`config.mk`:
```
export PLATFORM = sky130hd
export DESIGN_NAME = victim_buf
export DESIGN_NICKNAME = d
export VERILOG_FILES = /design/src/rtl/victim_buf_pkg.sv /design/src/rtl/vb_match.sv /design/src/rtl/vb_alloc.sv /design/src/rtl/victim_buf.sv
export SDC_FILE = /design/constraint.sdc
export NUM_CORES = 1
export LEC_CHECK = 0
export BUFFER_PORTS_ARGS = -buffer_cell sky130_fd_sc_hd__buf_2
export CORE_UTILIZATION = 55
export CTS_CLUSTER_DIAMETER = 100
export DETAILED_ROUTE_END_ITERATION = 6
export PLACE_DENSITY = 0.78
export SLEW_MARGIN = 20
export SYNTH_ARGS = -nofsm -noshare
export SYNTH_HDL_FRONTEND = slang
export SYNTH_SLANG_ARGS = --single-unit
export TNS_END_PERCENT = 20
```
`constraint.sdc`:
```
create_clock -name clk_i -period 2.7 [get_ports clk_i]
set_input_delay 0.135 -clock clk_i [delete_from_list [all_inputs] [get_ports clk_i]]
set_output_delay 0.135 -clock clk_i [all_outputs]
set_load 0.005 [all_outputs]
```
`src/rtl/victim_buf_pkg.sv`:
```
package victim_buf_pkg;
  parameter int unsigned VB_LINES_DEF  = 8;
  parameter int unsigned VB_ADDR_W_DEF = 22;
  parameter int unsigned VB_DATA_W_DEF = 32;
endpackage

```
`src/rtl/vb_match.sv`:
```
module vb_match #(
  parameter int unsigned LINES  = 8,
  parameter int unsigned ADDR_W = 22
) (
  input  logic                          clk_i,
  input  logic                          rst_ni,
  input  logic [LINES-1:0]              valid_i,
  input  logic [LINES-1:0][ADDR_W-1:0]  tags_i,
  input  logic [ADDR_W-1:0]             addr_i,
  output logic                          hit_o,
  output logic [$clog2(LINES)-1:0]      idx_o
);
  localparam int unsigned IDX_W = $clog2(LINES);

  logic [LINES-1:0] hit_vec;

  for (genvar g = 0; g < LINES; g++) begin : g_cmp
    assign hit_vec[g] = valid_i[g] && (tags_i[g] == addr_i);
  end

  always_comb begin
    idx_o = '0;
    for (int i = 0; i < LINES; i++) begin
      if (hit_vec[i]) idx_o = idx_o | IDX_W'(i);
    end
  end

  assign hit_o = |hit_vec;

  // stored block addresses are unique, so at most one entry may match
  assert_single_match_R2: assert property (@(posedge clk_i) disable iff (!rst_ni)
    $onehot0(hit_vec));
endmodule

```
`src/rtl/vb_alloc.sv`:
```
module vb_alloc #(
  parameter int unsigned LINES = 8
) (
  input  logic                      clk_i,
  input  logic                      rst_ni,
  input  logic [LINES-1:0]          valid_i,
  input  logic                      ins_i,
  output logic [$clog2(LINES)-1:0]  idx_o
);
  localparam int unsigned IDX_W = $clog2(LINES);
  localparam logic [IDX_W-1:0] LAST = IDX_W'(LINES - 1);

  logic             full;
  logic [IDX_W-1:0] free_idx;
  logic [IDX_W-1:0] ptr_q;

  assign full = &valid_i;

  always_comb begin
    free_idx = '0;
    for (int i = LINES - 1; i >= 0; i--) begin
      if (!valid_i[i]) free_idx = IDX_W'(i);
    end
  end

  assign idx_o = full ? ptr_q : free_idx;

  always_ff @(posedge clk_i or negedge rst_ni) begin
    if (!rst_ni) begin
      ptr_q <= '0;
    end else if (ins_i && full) begin
      ptr_q <= (ptr_q == LAST) ? '0 : ptr_q + 1'b1;
    end
  end

  assert_free_first_R7: assert property (@(posedge clk_i) disable iff (!rst_ni)
    (ins_i && !full) |-> !valid_i[idx_o]);

  assert_ptr_hold_R8: assert property (@(posedge clk_i) disable iff (!rst_ni)
    !(ins_i && full) |=> $stable(ptr_q));
endmodule

```
`src/rtl/victim_buf.sv`:
```
module victim_buf
  import victim_buf_pkg::*;
#(
  parameter int unsigned LINES  = VB_LINES_DEF,
  parameter int unsigned ADDR_W = VB_ADDR_W_DEF,
  parameter int unsigned DATA_W = VB_DATA_W_DEF
) (
  input  logic              clk_i,
  input  logic              rst_ni,
  input  logic              evict_valid_i,
  input  logic [ADDR_W-1:0] evict_addr_i,
  input  logic [DATA_W-1:0] evict_data_i,
  input  logic              lookup_valid_i,
  input  logic [ADDR_W-1:0] lookup_addr_i,
  input  logic              displaced_valid_i,
  input  logic [ADDR_W-1:0] displaced_addr_i,
  input  logic [DATA_W-1:0] displaced_data_i,
  output logic              resp_valid_o,
  output logic              resp_hit_o,
  output logic [DATA_W-1:0] resp_data_o,
  output logic              mem_req_valid_o,
  output logic [ADDR_W-1:0] mem_req_addr_o
);
  localparam int unsigned IDX_W = $clog2(LINES);

  logic [LINES-1:0]             valid_q;
  logic [LINES-1:0][ADDR_W-1:0] addr_q;
  logic [LINES-1:0][DATA_W-1:0] data_q;

  logic             m_hit;
  logic [IDX_W-1:0] m_idx;
  logic [IDX_W-1:0] a_idx;
  logic             ins;

  // a lookup owns the cycle; a coincident eviction is dropped
  assign ins = evict_valid_i && !lookup_valid_i;

  vb_match #(.LINES(LINES), .ADDR_W(ADDR_W)) u_match (
    .clk_i   (clk_i),
    .rst_ni  (rst_ni),
    .valid_i (valid_q),
    .tags_i  (addr_q),
    .addr_i  (lookup_addr_i),
    .hit_o   (m_hit),
    .idx_o   (m_idx)
  );

  vb_alloc #(.LINES(LINES)) u_alloc (
    .clk_i   (clk_i),
    .rst_ni  (rst_ni),
    .valid_i (valid_q),
    .ins_i   (ins),
    .idx_o   (a_idx)
  );

  for (genvar g = 0; g < LINES; g++) begin : g_entry
    logic swap_here, ins_here;
    assign swap_here = lookup_valid_i && m_hit && (m_idx == IDX_W'(g));
    assign ins_here  = ins && (a_idx == IDX_W'(g));

    always_ff @(posedge clk_i or negedge rst_ni) begin
      if (!rst_ni) begin
        valid_q[g] <= 1'b0;
        addr_q[g]  <= '0;
        data_q[g]  <= '0;
      end else if (swap_here) begin
        valid_q[g] <= displaced_valid_i;
        if (displaced_valid_i) begin
          addr_q[g] <= displaced_addr_i;
          data_q[g] <= displaced_data_i;
        end
      end else if (ins_here) begin
        valid_q[g] <= 1'b1;
        addr_q[g]  <= evict_addr_i;
        data_q[g]  <= evict_data_i;
      end
    end
  end

  always_ff @(posedge clk_i or negedge rst_ni) begin
    if (!rst_ni) begin
      resp_valid_o    <= 1'b0;
      resp_hit_o      <= 1'b0;
      resp_data_o     <= '0;
      mem_req_valid_o <= 1'b0;
      mem_req_addr_o  <= '0;
    end else begin
      resp_valid_o    <= lookup_valid_i;
      resp_hit_o      <= lookup_valid_i && m_hit;
      resp_data_o     <= (lookup_valid_i && m_hit) ? data_q[m_idx] : '0;
      mem_req_valid_o <= lookup_valid_i && !m_hit;
      if (lookup_valid_i) mem_req_addr_o <= lookup_addr_i;
    end
  end

  assert_resp_next_R3: assert property (@(posedge clk_i) disable iff (!rst_ni)
    lookup_valid_i |=> resp_valid_o);

  assert_resp_cause_R3: assert property (@(posedge clk_i) disable iff (!rst_ni)
    resp_valid_o |-> $past(lookup_valid_i));

  assert_req_on_miss_R4: assert property (@(posedge clk_i) disable iff (!rst_ni)
    (resp_valid_o && !resp_hit_o) |-> mem_req_valid_o);

  assert_req_only_miss_R4: assert property (@(posedge clk_i) disable iff (!rst_ni)
    mem_req_valid_o |-> (resp_valid_o && !resp_hit_o));

  assert_req_addr_R4: assert property (@(posedge clk_i) disable iff (!rst_ni)
    mem_req_valid_o |-> (mem_req_addr_o == $past(lookup_addr_i)));

  assert_evict_dropped_R9: assert property (@(posedge clk_i) disable iff (!rst_ni)
    (lookup_valid_i && evict_valid_i && !m_hit) |=> $stable(valid_q));
endmodule

```
After elaboration in Yosys (flattened, before gate mapping)
Index checks and enable logic that the tools add are counted.
Widths: inputs -> output; s select.
{"block": "totals", "ff_bits": 500, "input_bits": 135, "out_inout_bits": 57, "wordCells": 183}
{"block": "classes", "add_sub_neg": 1, "magnitude_cmp": 1, "eq_ne": 31, "mux": 70, "reduce_logical": 50}
{"op": "$mux 32", "n": 19}
{"op": "$mux 22", "n": 17}
{"op": "$eq 22x22->1", "n": 8}
{"op": "$bmux 32 s3", "n": 1}
{"op": "$mux 3", "n": 14}
{"op": "$logic_and 1x1->1", "n": 28}
{"op": "$eq 3x3->1 const B", "n": 9}
{"op": "$mux 1", "n": 17}
{"op": "$ne 2x2->1 const B", "n": 8}
{"op": "$reduce_and 2->1", "n": 8}
{"op": "$reduce_bool 2->1", "n": 8}
{"op": "$eq 3x2->1 const B", "n": 4}
{"op": "$reduce_and 8->1", "n": 1}
{"op": "$reduce_or 8->1", "n": 1}
{"op": "$eq 3x1->1 const B", "n": 2}
{"op": "$logic_not 3->1", "n": 2}
{"op": "$lt 3x4->1 const B", "n": 1}
{"op": "$mux 2", "n": 2}
{"op": "$add 3x1->3 const B", "n": 1}
{"op": "$logic_not 1->1", "n": 2}

Longest topological paths before layout
{"block": "depth", "word_depth": 13, "mapped_depth": 13, "depth_no_buf": 8}

Cells and area by module
From an unflattened synthesis, not the netlist that was laid out.
{"block": "hier_totals", "cells_unflattened": 2125, "hier_area_um2": 25607.1}
{"mod": "victim_buf", "instances": 1, "cells_per_inst": 1826, "area_each_um2": 23125.9, "seq_area_each_um2": 12436.9}
{"mod": "vb_match", "instances": 1, "cells_per_inst": 273, "area_each_um2": 2214.6, "seq_area_each_um2": 0.0}
{"mod": "vb_alloc", "instances": 1, "cells_per_inst": 26, "area_each_um2": 266.5, "seq_area_each_um2": 75.1}

Worst setup path after synthesis
Ideal clock, no wire load.
{"block": "synth_path", "path_kind": "reg2reg", "from": "reg addr_q[145] (netlist name)", "to": "reg addr_q[44] (netlist name)", "setup_time_ns": 0.125, "arrival_ns": 2.869, "t_required_ns": 2.575, "path_slack_ns": -0.293, "path_stages_with_launch": 11, "n_path_buf": 2, "synth_period_minus_slack_ns": 2.993, "cell_sequence": "dfrtp_1 > xor2_1 > or4_1 > nand4bb_1 > nor4_1 > a31oi_1 > nor4b_1 > buf_2 > buf_2 > mux2_2 > mux2_2"}
{"block": "synth_via", "elab_chain_cells": 8, "word_cells_on_any_way": 12, "classes_between": "eq/ne: 3; mux: 3; reduce/logical: 6"}
{"element": "from (decl)", "line": "victim_buf.sv:27", "text": "logic [LINES-1:0][ADDR_W-1:0] addr_q;"}
{"element": "from (signal, indexed assignment)", "line": "victim_buf.sv:69", "text": "addr_q[g] <= displaced_addr_i;"}
{"element": "from (signal, indexed assignment)", "line": "victim_buf.sv:74", "text": "addr_q[g] <= evict_addr_i;"}
{"element": "$eq 22x22->1 (*)", "line": "vb_match.sv:18", "text": "assign hit_vec[g] = valid_i[g] && (tags_i[g] == addr_i);"}
{"element": "$logic_and 1x1->1 (*)", "line": "vb_match.sv:18"}
{"element": "$mux 3 (2 in series)", "line": "vb_match.sv:24", "text": "if (hit_vec[i]) idx_o = idx_o | IDX_W'(i);"}
{"element": "$eq 3x2->1", "line": "victim_buf.sv:58", "text": "assign swap_here = lookup_valid_i && m_hit && (m_idx == IDX_W'(g));"}
{"element": "$logic_and 1x1->1 (*)", "line": "victim_buf.sv:58"}
{"element": "$ne 2x2->1 (no source line) / $reduce_bool 2->1 (equally long branches)"}
{"element": "$reduce_and 2->1 (no source line)"}
Every way passes the cells marked *; elsewhere a longest branch is shown, timed or not.
A chain may end at the register's enable or synchronous reset.

Worst setup path after layout
{"block": "layout_path", "from": "reg addr_q[20] (netlist name)", "to": "reg data_q[26] (netlist name)"}
{"block": "layout_via", "elab_chain_cells": 7, "word_cells_on_any_way": 9, "classes_between": "eq/ne: 2; mux: 1; reduce/logical: 6"}
{"element": "$eq 22x22->1 (*)", "line": "vb_match.sv:18"}
{"element": "$logic_and 1x1->1 (*)", "line": "vb_match.sv:18"}
{"element": "$reduce_or 8->1 (*)", "line": "vb_match.sv:28", "text": "assign hit_o = |hit_vec;"}
{"element": "$logic_and 1x1->1 (*) (2 in series)", "line": "victim_buf.sv:58"}
{"element": "$ne 2x2->1 (no source line) / $reduce_bool 2->1 (equally long branches)"}
{"element": "$reduce_and 2->1 (no source line)"}
{"element": "to (signal, indexed assignment)", "line": "victim_buf.sv:70", "text": "data_q[g] <= displaced_data_i;"}
{"element": "to (signal, indexed assignment)", "line": "victim_buf.sv:75", "text": "data_q[g] <= evict_data_i;"}
{"element": "to (decl)", "line": "victim_buf.sv:28", "text": "logic [LINES-1:0][DATA_W-1:0] data_q;"}
Marks and branches as above.

==> impl_metrics.env <==
export IMPL_num_io_pins=192
export IMPL_fmax_mhz=292
export IMPL_post_route_util_pct=73.5
export IMPL_synth_xor_xnor_area_share_pct=5.59
export IMPL_cts_sinks=500
export IMPL_start_kind="flop"
export IMPL_max_cap_violations=0
export IMPL_violations="design-rule violations, negative setup slack"
export IMPL_grt_ovfl_total=0
export IMPL_grt_max_degree=69
export IMPL_leakagePower_nw=16.6
export IMPL_wl_per_cell_um=28.3
export IMPL_layout_common_cells="dfrtp_1, mux2_2, mux2_4, buf_4, buf_2"
export IMPL_setup_ws_ns=-0.725
export IMPL_synth_top_area_share_pct=45.4
export IMPL_fin_crit_sh_pct=127
export IMPL_core_area_sq_um=49300
export IMPL_via_per_inst=6.63
export IMPL_io_buffers=191
export IMPL_ys_warnings_count=0
export IMPL_rsz0062_at_grt="yes"
export IMPL_synth_area_leaders="dfrtp_1, mux2_2, mux2_1, mux2i_1, xor2_1"
export IMPL_status="complete, but fails checks"
export IMPL_layout_nets=3103
export IMPL_drt_iter0_markers=3033
export IMPL_syn_nets=2636
export IMPL_clkLatencyLatePin_ns=0.64
export IMPL_ir_worst_vdd_mv=0.553
export IMPL_tns_ns=-253.79
export IMPL_dp_slack_ns=-0.866
export IMPL_ys_flop_type="dfrtp_1"
export IMPL_r2r_slack_ns=-0.72
export IMPL_whs_ns=0.0210
export IMPL_synth_compound_area_share_pct=11.1
export IMPL_hold_viol=0
export IMPL_seq_area_frac_synth_pct=45.4
export IMPL_drv_slew=0
export IMPL_postSynthAreaPerCell_sq_um=11.0
export IMPL_grt_pass1_wl_um=153000
export IMPL_cp_max_fo=22
export IMPL_worstPathRequired_ns=3.20
export IMPL_tightest_slew_ns=0.685
export IMPL_synth_simple_area_share_pct=9.17
export IMPL_slowest_stage="or3_4"
export IMPL_critical_path_arrival_ns=3.92
export IMPL_cts_tree="done"
export IMPL_crit_path_frequent_cell="mux2_2"
export IMPL_cts_buffers=56
export IMPL_synth_mux_area_share_pct=24.7
export IMPL_post_route_min_period_ns=3.42
export IMPL_grt_usage_pct=40.0
export IMPL_max_stage_delay_ns=0.42
export IMPL_synth_seq_cells=500
export IMPL_cts_buffer_depth=3
export IMPL_yosysUniqueCellTypes=63
export IMPL_synth_fa_ha_area_share_pct=0.0907
export IMPL_hold_class="in -> reg"
export IMPL_synth_edff_count=0
export IMPL_drcViolationCount=1
export IMPL_grt_pass1_vias=25227
export IMPL_rows=81
export IMPL_die_w_um=226
export IMPL_netlist_top_cell_by_area="dfrtp_1"
export IMPL_p_per_area_nw_per_um2=908
export IMPL_dr_pass1_iters=7
export IMPL_critPathKind="reg -> reg"
export IMPL_async_flop_share_pct=100
export IMPL_totalPowerFinal_w=0.0329
export IMPL_die_area_sq_um=51100
export IMPL_antenna_found_initial=2
export IMPL_syn_to_final_growth_pct=31.2
export IMPL_synth_cell_area_sq_um=27600
export IMPL_slew_headroom_pct=54.3
export IMPL_htree_levels=2
export IMPL_antenna_left=0
export IMPL_wl_um=104000
export IMPL_cts_clk_slew_worst_paths_ns=0.06
export IMPL_cp_end_kind="flop"
export IMPL_final_common_cell="dfrtp_1"
export IMPL_synth_top_family_by_area="multiplexers"
export IMPL_skew_ns=0.0355
export IMPL_crit_chain="xor2_1, nor4_4, nand4_1, or3_4, a2111oi_4, and3b_4, buf_12, mux2_2, mux2_2"
export IMPL_setup_viol=471
export IMPL_netlist_instances=2499
export IMPL_gp_congestion=1.02
export IMPL_dr_total_vias=24378
export IMPL_dp_hpwl_um=62300
export IMPL_die_h_um=226
export IMPL_drive_gt1_share_pct=38.7
export IMPL_initial_core_util_pct=56.0
export IMPL_cts_root_buf="clkbuf_16"
metal layers:
layer,GRT usage (%),wire length [um],up-vias
met2,60.8,46700,1801
li1,-,-,10001
met4,22.2,5690,0
met3,11.6,12100,431
met5,0,0,-
met1,51.3,39400,12145
sequential cells by signal (all words and copies together), names as in the netlist:
signal / cells
addr_q: 176
mem_req_addr_o: 22
resp_valid_o: 1
u_alloc.ptr_q: 3
mem_req_valid_o: 1
data_q: 256
resp_hit_o: 1
valid_q: 8
resp_data_o: 32
power breakdown:
group	internal, W	switching, W	total [W]
logic	0.00641	0.00594	0.0124
clock network	0.00452	0.00330	0.00782
registers	0.0107	0.00200	0.0127
total	0.0216	0.0112	0.0329
area by class of cell:
cell class / instances / area, sq um
Antenna cell: 1 / 2.50
Clock buffer: 81 / 1650
Clock inverter: 21 / 215
Fill cell: 3161 / 13100
Inverter: 37 / 139
Multi-Input combinational cell: 1765 / 15300
Sequential cell: 500 / 12500
Tap cell: 664 / 831
Timing Repair Buffer: 606 / 5560
per-stage QoR:
step                cells  area (sq um)
CTS                  3663         35300
finish               3675         36200
global route         3674         36200
detailed placement   3421         31400
global placement     3421         31400
floorplan            2499         27800
cells in the mapped netlist (3+ instances only):
library cell  count
dfrtp_1         500
buf_6            11
xor2_1           96
buf_1            12
o22ai_1          86
nor4_1           27
nand4b_1          3
clkbuf_1         94
nor4b_1           4
xnor2_1          80
nand3_1         108
buf_2            70
or2_2            67
o22a_1           55
nor3_1           66
mux2_2          390
nand4_1          29
mux2_1          110
and3_1            6
nor2_1           76
o211ai_1         34
mux2i_1         119
nand2_1          71
o21ai_0         155
a21oi_1          72
or3b_2            7
buf_4            10
o32ai_1           4
inv_1            36
and4_1            5
o21a_1           55
kinds of logic after synthesis:
logic type | Yosys count
mux | 619
flops | 500
simple gates | 486
compound gates | 482
buf+inv | 234
xor+xnor | 176
fa+ha+maj | 2
worst max-delay path, delay by kind of cell, from the launching register on:
family | cells | cell delay [ns]
AOI/OAI and AO/OA | 1 | 0.34
xor gates and xnor gates | 1 | 0.24
buffers and inverters | 1 | 0.24
DFF | 1 | 0.40
muxes | 2 | 0.63
and+or+nand+nor | 4 | 1.42
repair_timing:
| action | in CTS | in global routing |
|---|---|---|
| setup buffers | 9 | 8 |
| setup endpoints to repair | 472 | 473 |
| resized for setup | 93 | 184 |
| hold buffers | 121 | 0 |
| pin swaps | 9 | 12 |
| gates cloned | 11 | 3 |
| endpoints found under the hold margin | 327 | 0 |
path summary, 6_finish.rpt:
check	depth (start not counted)	end	start
min in group asynchronous	2	data_q[220]$_DFFE_PN0P_	rst_ni
min	2	mem_req_addr_o[14]$_DFFE_PN0P_	lookup_addr_i[14]
min reg2reg	2	data_q[196]$_DFFE_PN0P_	data_q[196]$_DFFE_PN0P_
max in group asynchronous	3	addr_q[126]$_DFFE_PN0P_	rst_ni
max reg2reg	9	data_q[26]$_DFFE_PN0P_	addr_q[20]$_DFFE_PN0P_
max	9	data_q[26]$_DFFE_PN0P_	addr_q[20]$_DFFE_PN0P_
(Power assumes the default switching activity.)
